==> src/rtl/bwd_pkg.sv <==
package bwd_pkg;

  typedef enum logic [1:0] {
    LK_CLOSED = 2'd0,
    LK_HALF   = 2'd1,
    LK_OPEN   = 2'd2
  } lock_e;

  // control register layout, bits 3:2 act, bit1 win_en, bit0 post_en
  typedef struct packed {
    logic [1:0] act;
    logic       win_en;
    logic       post_en;
  } ctrl_t;

  localparam logic [1:0] ACT_IRQ = 2'b00;
  localparam logic [1:0] ACT_NMI = 2'b01;

  localparam int unsigned CNT_W_DEF  = 24;
  localparam int unsigned ADDR_W_DEF = 16;
  localparam int unsigned MASK_W_DEF = 4;
  localparam int unsigned N_WIN      = 2;

endpackage

==> src/rtl/bwd_cfg_regs.sv <==
module bwd_cfg_regs
  import bwd_pkg::*;
#(
  parameter int unsigned CNT_W    = CNT_W_DEF,
  parameter int unsigned ADDR_W   = ADDR_W_DEF,
  parameter int unsigned MASK_W   = MASK_W_DEF,
  parameter logic [15:0] IDX_PORT = 16'h002E,
  parameter logic [15:0] DAT_PORT = 16'h002F,
  parameter logic [7:0]  UNLOCK_B = 8'h5A,
  parameter logic [7:0]  LOCK_B   = 8'hA5
) (
  input  logic                 clk,
  input  logic                 rst,
  input  logic [ADDR_W-1:0]    io_addr,
  input  logic [7:0]           io_wdata,
  input  logic                 io_rd,
  input  logic                 io_wr,
  input  logic [CNT_W-1:0]     count,
  output logic [7:0]           rdata,
  output logic [CNT_W-1:0]     reload,
  output ctrl_t                ctrl,
  output logic [ADDR_W-1:0]    win_base [N_WIN],
  output logic [MASK_W-1:0]    win_mask,
  output logic                 cnt_wr_kick
);

  localparam int unsigned NB     = (CNT_W + 7) / 8;
  localparam int unsigned AB     = (ADDR_W + 7) / 8;
  localparam int unsigned IX_RLD = 0;
  localparam int unsigned IX_CNT = IX_RLD + NB;
  localparam int unsigned IX_CTL = IX_CNT + NB;
  localparam int unsigned IX_WIN = IX_CTL + 1;
  localparam int unsigned IX_MSK = IX_WIN + N_WIN * AB;

  lock_e               lk_q;
  logic [7:0]          idx_q;
  logic [NB*8-1:0]     reload_q;
  ctrl_t               ctrl_q;
  logic [AB*8-1:0]     win_q [N_WIN];
  logic [MASK_W-1:0]   mask_q;
  logic [7:0]          rdata_q;
  logic [7:0]          rd_mux;
  logic [NB*8-1:0]     cnt_ext;
  logic                idx_wr;
  logic                dat_wr;
  logic                dat_rd;
  logic                open;

  assign open    = (lk_q == LK_OPEN);
  assign idx_wr  = io_wr && (io_addr == ADDR_W'(IDX_PORT));
  assign dat_wr  = io_wr && (io_addr == ADDR_W'(DAT_PORT));
  assign dat_rd  = io_rd && (io_addr == ADDR_W'(DAT_PORT));
  assign cnt_ext = (NB*8)'(count);

  // unlock sequencer and index register
  always_ff @(posedge clk) begin
    if (rst) begin
      lk_q  <= LK_CLOSED;
      idx_q <= '0;
    end else if (idx_wr) begin
      unique case (lk_q)
        LK_CLOSED: lk_q <= (io_wdata == UNLOCK_B) ? LK_HALF : LK_CLOSED;
        LK_HALF:   lk_q <= (io_wdata == UNLOCK_B) ? LK_OPEN : LK_CLOSED;
        LK_OPEN: begin
          if (io_wdata == LOCK_B) lk_q <= LK_CLOSED;
          else                    idx_q <= io_wdata;
        end
        default:   lk_q <= LK_CLOSED;
      endcase
    end
  end

  // register file writes
  always_ff @(posedge clk) begin
    if (rst) begin
      reload_q <= '1;
      ctrl_q   <= '0;
      mask_q   <= '0;
      for (int w = 0; w < N_WIN; w++) win_q[w] <= '0;
    end else if (dat_wr && open) begin
      for (int b = 0; b < NB; b++)
        if (idx_q == 8'(IX_RLD + b)) reload_q[b*8 +: 8] <= io_wdata;
      for (int w = 0; w < N_WIN; w++)
        for (int b = 0; b < AB; b++)
          if (idx_q == 8'(IX_WIN + w*AB + b)) win_q[w][b*8 +: 8] <= io_wdata;
      if (idx_q == 8'(IX_CTL)) ctrl_q <= ctrl_t'(io_wdata[3:0]);
      if (idx_q == 8'(IX_MSK)) mask_q <= io_wdata[MASK_W-1:0];
    end
  end

  // read mux
  always_comb begin
    rd_mux = '0;
    for (int b = 0; b < NB; b++) begin
      if (idx_q == 8'(IX_RLD + b)) rd_mux = reload_q[b*8 +: 8];
      if (idx_q == 8'(IX_CNT + b)) rd_mux = cnt_ext[b*8 +: 8];
    end
    for (int w = 0; w < N_WIN; w++)
      for (int b = 0; b < AB; b++)
        if (idx_q == 8'(IX_WIN + w*AB + b)) rd_mux = win_q[w][b*8 +: 8];
    if (idx_q == 8'(IX_CTL)) rd_mux = 8'(ctrl_q);
    if (idx_q == 8'(IX_MSK)) rd_mux = 8'(mask_q);
  end

  always_ff @(posedge clk) begin
    if (rst)                  rdata_q <= '0;
    else if (dat_rd && open)  rdata_q <= rd_mux;
    else                      rdata_q <= '0;
  end

  assign cnt_wr_kick = dat_wr && open &&
                       (idx_q >= 8'(IX_CNT)) && (idx_q < 8'(IX_CNT + NB));

  assign rdata    = rdata_q;
  assign reload   = reload_q[CNT_W-1:0];
  assign ctrl     = ctrl_q;
  assign win_mask = mask_q;
  for (genvar w = 0; w < N_WIN; w++) begin : g_win_out
    assign win_base[w] = win_q[w][ADDR_W-1:0];
  end


  locked_write_chk: assert property (@(posedge clk) disable iff (rst)
    (!open && dat_wr) |=> ($stable(reload_q) && $stable(ctrl_q) && $stable(mask_q)));


  locked_read_chk: assert property (@(posedge clk) disable iff (rst)
    (!open) |=> (rdata_q == 8'h00));

endmodule

==> src/rtl/bwd_kick_snoop.sv <==
module bwd_kick_snoop
  import bwd_pkg::*;
#(
  parameter int unsigned ADDR_W    = ADDR_W_DEF,
  parameter int unsigned MASK_W    = MASK_W_DEF,
  parameter logic [15:0] POST_PORT = 16'h0080
) (
  input  logic [ADDR_W-1:0] io_addr,
  input  logic              io_rd,
  input  logic              io_wr,
  input  ctrl_t             ctrl,
  input  logic [ADDR_W-1:0] win_base [N_WIN],
  input  logic [MASK_W-1:0] win_mask,
  input  logic              cnt_wr_kick,
  output logic              kick
);

  localparam int unsigned HI_W = ADDR_W - MASK_W;

  logic [ADDR_W-1:0] care;
  logic [N_WIN-1:0]  win_hit;
  logic              post_hit;

  assign care = ~{{HI_W{1'b0}}, win_mask};

  for (genvar w = 0; w < N_WIN; w++) begin : g_win
    assign win_hit[w] = (((io_addr ^ win_base[w]) & care) == '0);
  end

  assign post_hit = io_wr && (io_addr == ADDR_W'(POST_PORT));

  assign kick = cnt_wr_kick
              | (ctrl.post_en && post_hit)
              | (ctrl.win_en && (io_rd || io_wr) && (|win_hit));

endmodule

==> src/rtl/bwd_down_counter.sv <==
module bwd_down_counter
  import bwd_pkg::*;
#(
  parameter int unsigned CNT_W = CNT_W_DEF
) (
  input  logic             clk,
  input  logic             rst,
  input  logic             tick,
  input  logic             kick,
  input  logic [CNT_W-1:0] reload,
  input  logic [1:0]       act,
  output logic [CNT_W-1:0] count,
  output logic             irq_o,
  output logic             nmi_o,
  output logic             rst_o
);

  localparam logic [CNT_W-1:0] ONE = CNT_W'(1);

  logic [CNT_W-1:0] cnt_q;
  logic             irq_q, nmi_q, hold_q;

  always_ff @(posedge clk) begin
    if (rst) begin
      cnt_q  <= '1;
      irq_q  <= 1'b0;
      nmi_q  <= 1'b0;
      hold_q <= 1'b0;
    end else begin
      irq_q <= 1'b0;
      nmi_q <= 1'b0;
      if (kick) begin
        cnt_q <= reload;
      end else if (tick && (cnt_q != '0)) begin
        cnt_q <= cnt_q - ONE;
        if (cnt_q == ONE) begin
          if (act == ACT_IRQ)      irq_q  <= 1'b1;
          else if (act == ACT_NMI) nmi_q  <= 1'b1;
          else                     hold_q <= 1'b1;
        end
      end
    end
  end

  assign count = cnt_q;
  assign irq_o = irq_q;
  assign nmi_o = nmi_q;
  assign rst_o = hold_q;


  cnt_step_chk: assert property (@(posedge clk) disable iff (rst)
    (tick && !kick && cnt_q != '0) |=> (cnt_q == $past(cnt_q) - ONE));


  cnt_floor_chk: assert property (@(posedge clk) disable iff (rst)
    (!kick && cnt_q == '0) |=> (cnt_q == '0));


  kick_prio_chk: assert property (@(posedge clk) disable iff (rst)
    kick |=> (cnt_q == $past(reload)));


  pulse_len_chk: assert property (@(posedge clk) disable iff (rst)
    (irq_q || nmi_q) |=> !(irq_q || nmi_q));


  fire_cause_chk: assert property (@(posedge clk) disable iff (rst)
    (irq_q || nmi_q) |-> ($past(tick) && !$past(kick) && $past(cnt_q) == ONE));


  rst_hold_chk: assert property (@(posedge clk) disable iff (rst)
    hold_q |=> hold_q);

endmodule

==> src/rtl/bus_watchdog.sv <==
module bus_watchdog
  import bwd_pkg::*;
#(
  parameter int unsigned CNT_W     = CNT_W_DEF,
  parameter int unsigned ADDR_W    = ADDR_W_DEF,
  parameter int unsigned MASK_W    = MASK_W_DEF,
  parameter logic [15:0] IDX_PORT  = 16'h002E,
  parameter logic [15:0] DAT_PORT  = 16'h002F,
  parameter logic [15:0] POST_PORT = 16'h0080
) (
  input  logic              clk,
  input  logic              rst,
  input  logic              tick,
  input  logic [ADDR_W-1:0] io_addr,
  input  logic [7:0]        io_wdata,
  input  logic              io_rd,
  input  logic              io_wr,
  output logic [7:0]        io_rdata,
  output logic              wd_irq,
  output logic              wd_nmi,
  output logic              wd_reset
);

  logic [CNT_W-1:0]  count;
  logic [CNT_W-1:0]  reload;
  ctrl_t             ctrl;
  logic [ADDR_W-1:0] win_base [N_WIN];
  logic [MASK_W-1:0] win_mask;
  logic              cnt_wr_kick;
  logic              kick;

  bwd_cfg_regs #(
    .CNT_W(CNT_W), .ADDR_W(ADDR_W), .MASK_W(MASK_W),
    .IDX_PORT(IDX_PORT), .DAT_PORT(DAT_PORT)
  ) cfg_i (
    .clk(clk), .rst(rst),
    .io_addr(io_addr), .io_wdata(io_wdata), .io_rd(io_rd), .io_wr(io_wr),
    .count(count), .rdata(io_rdata), .reload(reload), .ctrl(ctrl),
    .win_base(win_base), .win_mask(win_mask), .cnt_wr_kick(cnt_wr_kick)
  );

  bwd_kick_snoop #(
    .ADDR_W(ADDR_W), .MASK_W(MASK_W), .POST_PORT(POST_PORT)
  ) snoop_i (
    .io_addr(io_addr), .io_rd(io_rd), .io_wr(io_wr), .ctrl(ctrl),
    .win_base(win_base), .win_mask(win_mask),
    .cnt_wr_kick(cnt_wr_kick), .kick(kick)
  );

  bwd_down_counter #(.CNT_W(CNT_W)) cnt_i (
    .clk(clk), .rst(rst), .tick(tick), .kick(kick),
    .reload(reload), .act(ctrl.act), .count(count),
    .irq_o(wd_irq), .nmi_o(wd_nmi), .rst_o(wd_reset)
  );


  post_read_chk: assert property (@(posedge clk) disable iff (rst)
    (io_rd && !io_wr && io_addr == ADDR_W'(POST_PORT) && !ctrl.win_en && !cnt_wr_kick)
      |-> !kick);

endmodule

==> config.mk <==
export PLATFORM = sky130hd
export DESIGN_NAME = bus_watchdog
export DESIGN_NICKNAME = d
export VERILOG_FILES = /design/src/rtl/bwd_pkg.sv /design/src/rtl/bwd_cfg_regs.sv /design/src/rtl/bwd_kick_snoop.sv /design/src/rtl/bwd_down_counter.sv /design/src/rtl/bus_watchdog.sv
export SDC_FILE = /design/constraint.sdc
export NUM_CORES = 1
export LEC_CHECK = 0
export BUFFER_PORTS_ARGS = -buffer_cell sky130_fd_sc_hd__buf_4
export CELL_PAD_IN_SITES_DETAIL_PLACEMENT = 0
export CELL_PAD_IN_SITES_GLOBAL_PLACEMENT = 1
export CORE_ASPECT_RATIO = 0.9
export CORE_UTILIZATION = 46
export CTS_CLUSTER_SIZE = 25
export DETAILED_ROUTE_END_ITERATION = 8
export PLACE_DENSITY = 0.75
export SLEW_MARGIN = 5
export SYNTH_ARGS = -nofsm -noshare
export SYNTH_HDL_FRONTEND = slang
export SYNTH_SLANG_ARGS = --single-unit
==> constraint.sdc <==
create_clock -name clk -period 4.4 [get_ports clk]
set_clock_uncertainty 0.05 [all_clocks]
set_input_delay 0.88 -clock clk [delete_from_list [all_inputs] [get_ports clk]]
set_output_delay 0.88 -clock clk [all_outputs]
set_load 0.02 [all_outputs]
==> impl_metrics.tcl, run 1 <==
set metrics [dict create \
    track_usage_pct 29.56 \
    wl_per_cell_um 22.66 \
    grt_antenna_before_repair 1 \
    nNetsFinal 711 \
    hold_viol 0 \
    setup_viol 0 \
    synth-edff-count 32 \
    rsz0062_at_grt "no" \
    die_w_um 123.6 \
    worstSetupStartpoint "io_addr[10]" \
    ff_latch_area_um2 2502 \
    p_clk_share_pct 40.2 \
    postCtsSetupBuffers 0 \
    synth_fp_nets 691 \
    pin_count 40 \
    synth_top_area_share_pct 25.17 \
    worst_setup_path_end_kind "flip-flop" \
    grt_pass1_wl_um 30100 \
    synthFlopType "dfxtp_1" \
    grt_max_degree 45 \
    gp_congestion 0.9391 \
    clockRootBuffer "clkbuf_16" \
    nFillCells 1215 \
    hold_path.class "reg2reg" \
    tns_ns 0 \
    max_freq_mhz 324.6 \
    layout.cells.non_filler 849 \
    die_h_um 111.5 \
    required_ns 4.64 \
    grt_pass1_vias 5098 \
    critPathMaxFanout 13 \
    design_area_um2 6819 \
    antenna_left 0 \
    vias_per_cell 6.284 \
    p_leak_nw 2.256 \
    ys_seq_elements 109 \
    syn_inst 660 \
    worstSetupPathType "in2reg" \
    power_switching_share_pct 25.67 \
    p_int_mw 1.498 \
    tightest_slew_ns 1.274 \
    antenna_cells 0 \
    drv_slew 0 \
    core_area_um2 12830 \
    yosysTopAreaCell "dfxtp_1" \
    remaining_drc_errors 0 \
    r2r_end "cnt_i.count[5]$_SDFFE_PP1P_" \
    seq_area_frac_synth_pct 40.86 \
    wirelength_um 19240 \
    clk_pin_slew_worst_paths_ns 0.08 \
    multi_input_area_um2 3428 \
    dp_worst_setup_slack_ns 1.005 \
    cts_sinks 109 \
    reg2reg_slack_ns 1.55 \
    r2r_start "cfg_i.win_q[1][3]$_DFFE_PP_" \
    cts_buffers 9 \
    peakVddDrop_uv 277.9 \
    die-area_um2 13780 \
    start_util_pct 47.72 \
    worstSkewPairLatency_ns 0.37 \
    area_growth_pct 11.34 \
    dp_hpwl_um 14390 \
    crit_path_end "cnt_i.count[16]$_SDFFE_PP1P_" \
    finalCriticalPeriod_ns 3.081 \
    synthMostInstantiatedCell "dfxtp_1" \
    syn_area_um2 6125 \
    powerDensity_nw_per_um2 295.5 \
    syn_avg_cell_area_um2 9.280 \
    cp-start-kind "input pin" \
    cts_resized 0 \
    finalCritPeriodShare_pct 70.02 \
    seqPwrFrac_pct 52.9 \
    io_buffers 39 \
    cp_data_arrival_time_ns 3.32 \
    place_inst 833 \
    cts_tree "done" \
    drive_above_1_share_pct 12.26 \
    rows 39 \
    p_sw_uw 517.2 \
    vias 5335 \
    status "finished clean" \
    grt-ovfl-total 0 \
    slew_headroom_pct 15.07 \
    clock_path_buffers 2 \
    synth_area_leaders "dfxtp_1, edfxtp_1, mux2i_1, xnor2_1, nor2_1" \
    async_flop_share_pct 0 \
    synthTopCellsByCount "dfxtp_1, nor2_1, mux2i_1" \
    yosysUniqueCellTypes 69 \
    maxCapViolations 0 \
    setup_slack_ns 1.319 \
    ys_warn_count 0 \
    cts_max_level 3 \
    holdBufCountCts 0 \
    drtPass1Iterations 7 \
    rr_worst_depth 6 \
    dpl_cell_area_um2 6530 \
    p_comb_share_pct 6.9 \
    first_iter_violations 592 \
]
## sequential cells by signal (all words and copies together), names as in the netlist
register,cells
cnt_i.irq_o,1
cfg_i.idx_q,8
cnt_i.count,24
cnt_i.nmi_o,1
cfg_i.win_mask,4
cfg_i.ctrl,4
cfg_i.rdata,8
cfg_i.reload,24
cfg_i.win_q,32
cfg_i.lk_q,2
cnt_i.rst_o,1
## layout by cell type (no fill, tap or decap), types with 4 or more instances in the layout
cell type	instances
inv_1	8
nand3_1	15
mux2_2	6
xnor2_1	31
nand2b_1	6
and2_1	18
a211oi_1	17
inv_6	4
nor4_1	21
mux2i_1	55
nor2b_1	7
o21ai_0	32
edfxtp_1	32
nor3_1	40
o211ai_1	4
a41oi_1	6
nand2_1	45
buf_4	48
nor2_1	56
and4_1	4
clkbuf_16	9
xor2_1	17
nor4b_1	5
nand3b_1	6
nand4_1	11
dfxtp_1	77
o22ai_1	9
a21oi_1	30
## power by group through the flow
stage	sequential [mW]	combinational [mW]	clock [mW]
final	1.07	0.139	0.810
after detailed placement	1.09	0.137	0
after global placement	1.09	0.137	0
after CTS	1.07	0.137	0.814
after floorplan	1.08	0.0749	0
after global routing	1.07	0.150	0.854
## critical path: stages
cell	delay, ns
buf_4	0.13
nor4_1	0.46
and4_1	0.32
nand3_1	0.27
o2bb2ai_1	0.93
nor3_1	0.12
o21ai_0	0.21
## per-stage QoR
step	total power, mW	utilization (%)	hold slack (ns)
detailed placement	1.226	50.88	0.4113
finish	2.015	53.13	0.4366
floorplan	1.156	-	0.3896
global route	2.072	53.13	0.4660
CTS	2.017	53.13	0.4385
global placement	1.227	50.88	0.4147
## layer usage
metal	vias to the layer above	GRT usage (%)	wire length (µm)
met2	226	42.81	8413
li1	2497	-	-
met4	0	8.112	331
met5	-	0	0
met3	27	6.045	1399
met1	2585	44.05	9093
## logic make-up (layout without fill, tap and decap cells)
family,Yosys count,in the layout,synth area share [%]
muxes,64,64,11.19
AOI/OAI and AO/OA,128,128,13.61
and+or+nand+nor,261,261,23.90
xor gates and xnor gates,48,48,6.864
buffers and inverters,48,73,3.166
DFF,109,109,40.86
adders and majority gates,2,2,0.4085
## how the worst min path moves through the flow
stage                                     startpoint                        to  slack (ns)  depth (start not counted)
after global placement      cnt_i.rst_o$_SDFFE_PP0P_  cnt_i.rst_o$_SDFFE_PP0P_        0.41                          2
final                       cnt_i.rst_o$_SDFFE_PP0P_  cnt_i.rst_o$_SDFFE_PP0P_        0.44                          2
after floorplan           cfg_i.ctrl[2]$_SDFFE_PP0P_    cnt_i.nmi_o$_SDFF_PP0_        0.39                          2
after CTS                   cnt_i.rst_o$_SDFFE_PP0P_  cnt_i.rst_o$_SDFFE_PP0P_        0.44                          2
after detailed placement    cnt_i.rst_o$_SDFFE_PP0P_  cnt_i.rst_o$_SDFFE_PP0P_        0.41                          2
after global routing        cnt_i.rst_o$_SDFFE_PP0P_  cnt_i.rst_o$_SDFFE_PP0P_        0.47                          2
## cell type report
type                       instances  area share, %
timing repair buffer              48          5.284
multi-input combinational        503          50.28
inverter                           9         0.4954
clock buffer                       9          3.303
tap                              164          3.009
sequential                       109          36.70
clock inverter                     7         0.9358
Power figures use the tool's default switching activity.
==> run 2: changes to the inputs <==
==> constraint.sdc (replaced) <==
create_clock -name clk -period 3.2 [get_ports clk]
set_clock_uncertainty 0.05 [all_clocks]
set_input_delay 0.64 -clock clk [delete_from_list [all_inputs] [get_ports clk]]
set_output_delay 0.64 -clock clk [all_outputs]
set_load 0.02 [all_outputs]
==> run 2 against run 1 <==
Net effect:
- non-clock buffer count up 12
- clock-buffer cell count up 1
- die area unchanged
- global-route usage about the same
- total power up 38%
- critical path type is now reg2reg
- largest cell class unchanged
- largest power group unchanged
==> impl_metrics.tcl, run 2 (synthesized netlist as in run 1, its figures left out) <==
set metrics [dict create \
    cp-start-kind "flip-flop" \
    grt_pass1_wl_um 30310 \
    regMostFlops "cfg_i.win_q" \
    final_util_pct 53.85 \
    grt_max_degree 45 \
    drtPass1Iterations 5 \
    die-area_um2 13780 \
    hold_path.class "reg2reg" \
    clockRootBuffer "clkbuf_16" \
    finalCriticalPeriod_ns 2.867 \
    cpPeakStageDelay_ns 1.02 \
    wl_per_cell_um 22.39 \
    worstSetupPathType "reg2reg" \
    grt_antenna_before_repair 0 \
    peakVddDrop_uv 330.1 \
    dp_hpwl_um 14590 \
    worstSkewPairLatency_ns 0.36 \
    cts_buffers 9 \
    antenna_left 0 \
    cts_tree "done" \
    antenna_cells 0 \
    first_iter_violations 437 \
    drive_above_1_share_pct 13.92 \
    track_usage_pct 29.61 \
    cts_max_level 3 \
    crit_chain "xnor2_1 -> o211ai_1 -> nor4_1 -> a21oi_1 -> nand2_1 -> mux2i_1" \
    holdBufCountCts 0 \
    p_leak_nw 2.322 \
    final_common_cell "dfxtp_1" \
    grt_pass1_vias 5216 \
    rows 39 \
    die_h_um 111.5 \
    clk_pin_slew_worst_paths_ns 0.08 \
    largest_register_ff_count 32 \
    cts_sinks 109 \
    core_area_um2 12830 \
    setup_viol 0 \
    powerDensity_nw_per_um2 401.2 \
    drv_slew 0 \
    critPathMaxFanout 13 \
    gp_congestion 0.9840 \
    max_freq_mhz 348.8 \
    required_ns 3.43 \
    area_growth_pct 12.83 \
    hold_viol 0 \
    remaining_drc_errors 0 \
    maxCapViolations 0 \
    design_area_um2 6910 \
    p_total_mw 2.772 \
    slew_headroom_pct 9.992 \
    setup_slack_ns 0.3329 \
    cts_resized 0 \
    dpl_cell_area_um2 6620 \
    tns_ns 0 \
    tightest_slew_ns 1.350 \
    pin_count 40 \
    vias_per_cell 6.229 \
    final_cell_mix "dfxtp_1, buf_4, nor2_1" \
    finalCritPeriodShare_pct 89.60 \
    wirelength_um 19280 \
    rsz0062_at_grt "no" \
    postCtsSetupBuffers 0 \
    status "finished clean" \
    cp_slowest_cell "a21oi_1" \
    die_w_um 123.6 \
    grt-ovfl-total 0 \
    cp_data_arrival_time_ns 3.10 \
    worst_setup_path_end_kind "flip-flop" \
    clock_path_buffers 2 \
    start_util_pct 47.72 \
    vias 5363 \
    dp_worst_setup_slack_ns 0.1603 \
    io_buffers 39 \
    nNetsFinal 723 \
]
-- run 2: area by class of cell --
| type | count | area, µm² |
|---|---|---|
| multi-input cells | 503 | 3428 |
| flip-flops and latches | 109 | 2502 |
| inverters | 9 | 33.78 |
| repair buffers | 60 | 450.4 |
| clock inverters | 6 | 51.30 |
| clock buffers | 10 | 239.0 |
| fillers | 1186 | 5923 |
| well taps | 164 | 205.2 |
-- run 2: final timing paths --
check	startpoint	to	slack, ns	cells past startpoint
worst min register to register	cnt_i.rst_o$_SDFFE_PP0P_	cnt_i.rst_o$_SDFFE_PP0P_	0.43	2
worst max-delay path	cfg_i.win_q[1][3]$_DFFE_PP_	cnt_i.count[5]$_SDFFE_PP1P_	0.33	6
worst max register to register	cfg_i.win_q[1][3]$_DFFE_PP_	cnt_i.count[5]$_SDFFE_PP1P_	0.33	6
worst min-delay path	cnt_i.rst_o$_SDFFE_PP0P_	cnt_i.rst_o$_SDFFE_PP0P_	0.43	2
-- run 2: where the power goes --
part           total, mW  switching, mW  internal, mW
Sequential          1.47         0.0268          1.44
Combinational      0.191          0.117        0.0737
Clock               1.11          0.549         0.564
-- run 2: per-stage QoR --
step	hold slack [ns]	instances
2_1_floorplan	0.3896	660
3_3_place_gp	0.4129	845
3_5_place_dp	0.4166	845
4_1_cts	0.4345	861
5_1_grt	0.4718	861
6_report	0.4325	861
-- run 2: layer usage --
| layer | up-vias | wire [µm] | track usage (%) |
|---|---|---|---|
| li1 | 2519 | - | - |
| met1 | 2625 | 9279 | 45.40 |
| met2 | 188 | 8152 | 41.22 |
| met3 | 31 | 1410 | 5.379 |
| met4 | 0 | 436 | 9.398 |
| met5 | - | 0 | 0 |
-- run 2: critical path: cells and delay by family, from the launching register on --
kind	cells	cell delay (ns)
AOI/OAI and AO/OA	2	1.19
and+or+nand+nor	2	0.60
DFF	1	0.46
muxes	1	0.29
xor gates and xnor gates	1	0.19
==> run 3: changes to the inputs <==
--- a/config.mk
+++ b/config.mk
@@ -6,13 +6,10 @@
 export NUM_CORES = 1
 export LEC_CHECK = 0
 export BUFFER_PORTS_ARGS = -buffer_cell sky130_fd_sc_hd__buf_4
-export CELL_PAD_IN_SITES_DETAIL_PLACEMENT = 0
-export CELL_PAD_IN_SITES_GLOBAL_PLACEMENT = 1
-export CORE_ASPECT_RATIO = 0.9
 export CORE_UTILIZATION = 46
 export CTS_CLUSTER_SIZE = 25
 export DETAILED_ROUTE_END_ITERATION = 8
-export PLACE_DENSITY = 0.75
+export PLACE_DENSITY = 0.6
 export SLEW_MARGIN = 5
 export SYNTH_ARGS = -nofsm -noshare
 export SYNTH_HDL_FRONTEND = slang
==> run 3 against run 2 <==
Net effect:
- clock power barely moved
- clock-buffer cell count did not move
- total power fell by 1.4%
- worst hold slack improved by 0.014 ns
- design area rose by 0.11%
- largest cell class unchanged
- largest power group unchanged
==> impl_metrics.tcl, run 3 (synthesized netlist as in run 1, its figures left out) <==
set metrics [dict create \
    status "finished clean" \
    dpl_cell_area_um2 6643 \
    crit_chain "xnor2_1 -> o211ai_1 -> nor4_1 -> a21oi_1 -> nand2_1 -> mux2i_1" \
    antenna_cells 0 \
    multi_input_area_um2 3428 \
    holdBufCountCts 0 \
    drtPass1Iterations 5 \
    rsz0062_at_grt "no" \
    tns_ns 0 \
    worstSetupPathType "reg2reg" \
    place_inst 853 \
    core_area_um2 12820 \
    worstSkewPairLatency_ns 0.36 \
    reg2reg_slack_ns 0.45 \
    design_area_um2 6918 \
    final_cell_mix "dfxtp_1, buf_4, nor2_1" \
    drv_slew 0 \
    tightest_slew_ns 1.207 \
    area_growth_pct 12.95 \
    grt_pass1_vias 5139 \
    grt-ovfl-total 0 \
    grt_antenna_before_repair 0 \
    p_leak_nw 2.310 \
    die_w_um 117.4 \
    cp_data_arrival_time_ns 2.95 \
    ff_latch_area_um2 2502 \
    start_util_pct 47.76 \
    regMostFlops "cfg_i.win_q" \
    grt_pass1_wl_um 30390 \
    critPathMaxFanout 13 \
    cpPeakStageDelay_ns 0.92 \
    track_usage_pct 29.16 \
    layout.cells.non_filler 869 \
    drive_above_1_share_pct 13.63 \
    wirelength_um 19520 \
    postCtsSetupBuffers 0 \
    required_ns 3.39 \
    cts_sinks 109 \
    peakVddDrop_uv 210.9 \
    cp_slowest_cell "a21oi_1" \
    vias 5318 \
    powerDensity_nw_per_um2 395.1 \
    cts_resized 0 \
    maxCapViolations 0 \
    clockRootBuffer "clkbuf_16" \
    rr_worst_depth 6 \
    nNetsFinal 723 \
    cts_max_level 3 \
    cts_tree "done" \
    hold_path_startpoint "cnt_i.rst_o$_SDFFE_PP0P_" \
    finalCritPeriodShare_pct 86.09 \
    first_iter_violations 497 \
    rows 41 \
    finalCriticalPeriod_ns 2.755 \
    clock_path_buffers 2 \
    vias_per_cell 6.120 \
    slew_headroom_pct 19.51 \
    hold-worst-slack_ns 0.4462 \
    dp_hpwl_um 14920 \
    die_h_um 117.4 \
    io_buffers 39 \
    min_to "cnt_i.rst_o$_SDFFE_PP0P_" \
    crit_family "compound AO/OA/AOI/OAI gates" \
    worst_setup_path_end_kind "flip-flop" \
    path_buf_inv 0 \
    setup_viol 0 \
    hold_viol 0 \
    wl_per_cell_um 22.46 \
    max_freq_mhz 363.0 \
    cts_buffers 9 \
    gp_congestion 0.9913 \
    largest_register_ff_count 32 \
    nFillCells 1190 \
    final_common_cell "dfxtp_1" \
    clk_pin_slew_worst_paths_ns 0.08 \
    remaining_drc_errors 0 \
    min_path_cells 2 \
    grt_max_degree 45 \
    cp-start-kind "flip-flop" \
    p_total_mw 2.733 \
    antenna_left 0 \
    hold_path.class "reg2reg" \
    pin_count 40 \
    r2r_end "cnt_i.count[10]$_SDFFE_PP1P_" \
    r2r_start "cfg_i.win_q[1][3]$_DFFE_PP_" \
    die-area_um2 13780 \
]
run 3: changes by cell type in the layout (fill, tap and decap cells not counted), sizes merged:
cell	change
clkinvlp	+1
inv	-1
run 3: cell type report:
type,instances,area share [%]
multi-input cells,503,49.56
flip-flops and latches,109,36.17
repair buffers,60,6.692
clock buffers,10,3.310
well taps,172,3.111
clock inverters,6,0.6692
inverters,9,0.4883
run 3: worst reg2reg max path, cell delays in order, from the launching register on:
cell and delay [ns]:
edfxtp_1 0.50, xnor2_1 0.19, o211ai_1 0.19, nor4_1 0.10, a21oi_1 0.92, nand2_1 0.48
mux2i_1 0.22
run 3: how the worst max path moves through the flow:
stage | depth (start not counted) | to | startpoint
after CTS | 6 | cnt_i.count[10]$_SDFFE_PP1P_ | cfg_i.win_q[1][3]$_DFFE_PP_
after floorplan | 4 | cfg_i.win_q[0][10]$_DFFE_PP_ | io_addr[10]
after global routing | 6 | cnt_i.count[10]$_SDFFE_PP1P_ | cfg_i.win_q[1][3]$_DFFE_PP_
after global placement | 7 | cfg_i.win_q[0][5]$_DFFE_PP_ | io_addr[10]
after detailed placement | 7 | cnt_i.count[10]$_SDFFE_PP1P_ | io_addr[3]
final | 6 | cnt_i.count[10]$_SDFFE_PP1P_ | cfg_i.win_q[1][3]$_DFFE_PP_
run 3: power by group:
| part | internal, mW | leakage, nW | switching (mW) |
|---|---|---|---|
| registers | 1.44 | 0.926 | 0.0278 |
| logic | 0.0729 | 1.25 | 0.116 |
| clock network | 0.536 | 0.132 | 0.539 |
| total | 2.05 | 2.31 | 0.683 |
run 3: through the flow:
stage | util [%] | setup WS (ns)
6_report | 53.94 | 0.4451
5_1_grt | 53.94 | 0.3054
4_1_cts | 53.94 | 0.5069
3_5_place_dp | 51.80 | 0.2549
3_3_place_gp | 51.80 | 0.3277
2_1_floorplan | - | 0.3020
run 3: metal layers:
layer  vias up  global-route usage, %  part of all wire, %
li1       2518                      -                    -
met1      2539                  37.62                   43
met2       221                  47.37                   47
met3        40                  4.864                  5.9
met4         0                  13.80                  3.7
met5         -                      0                    0
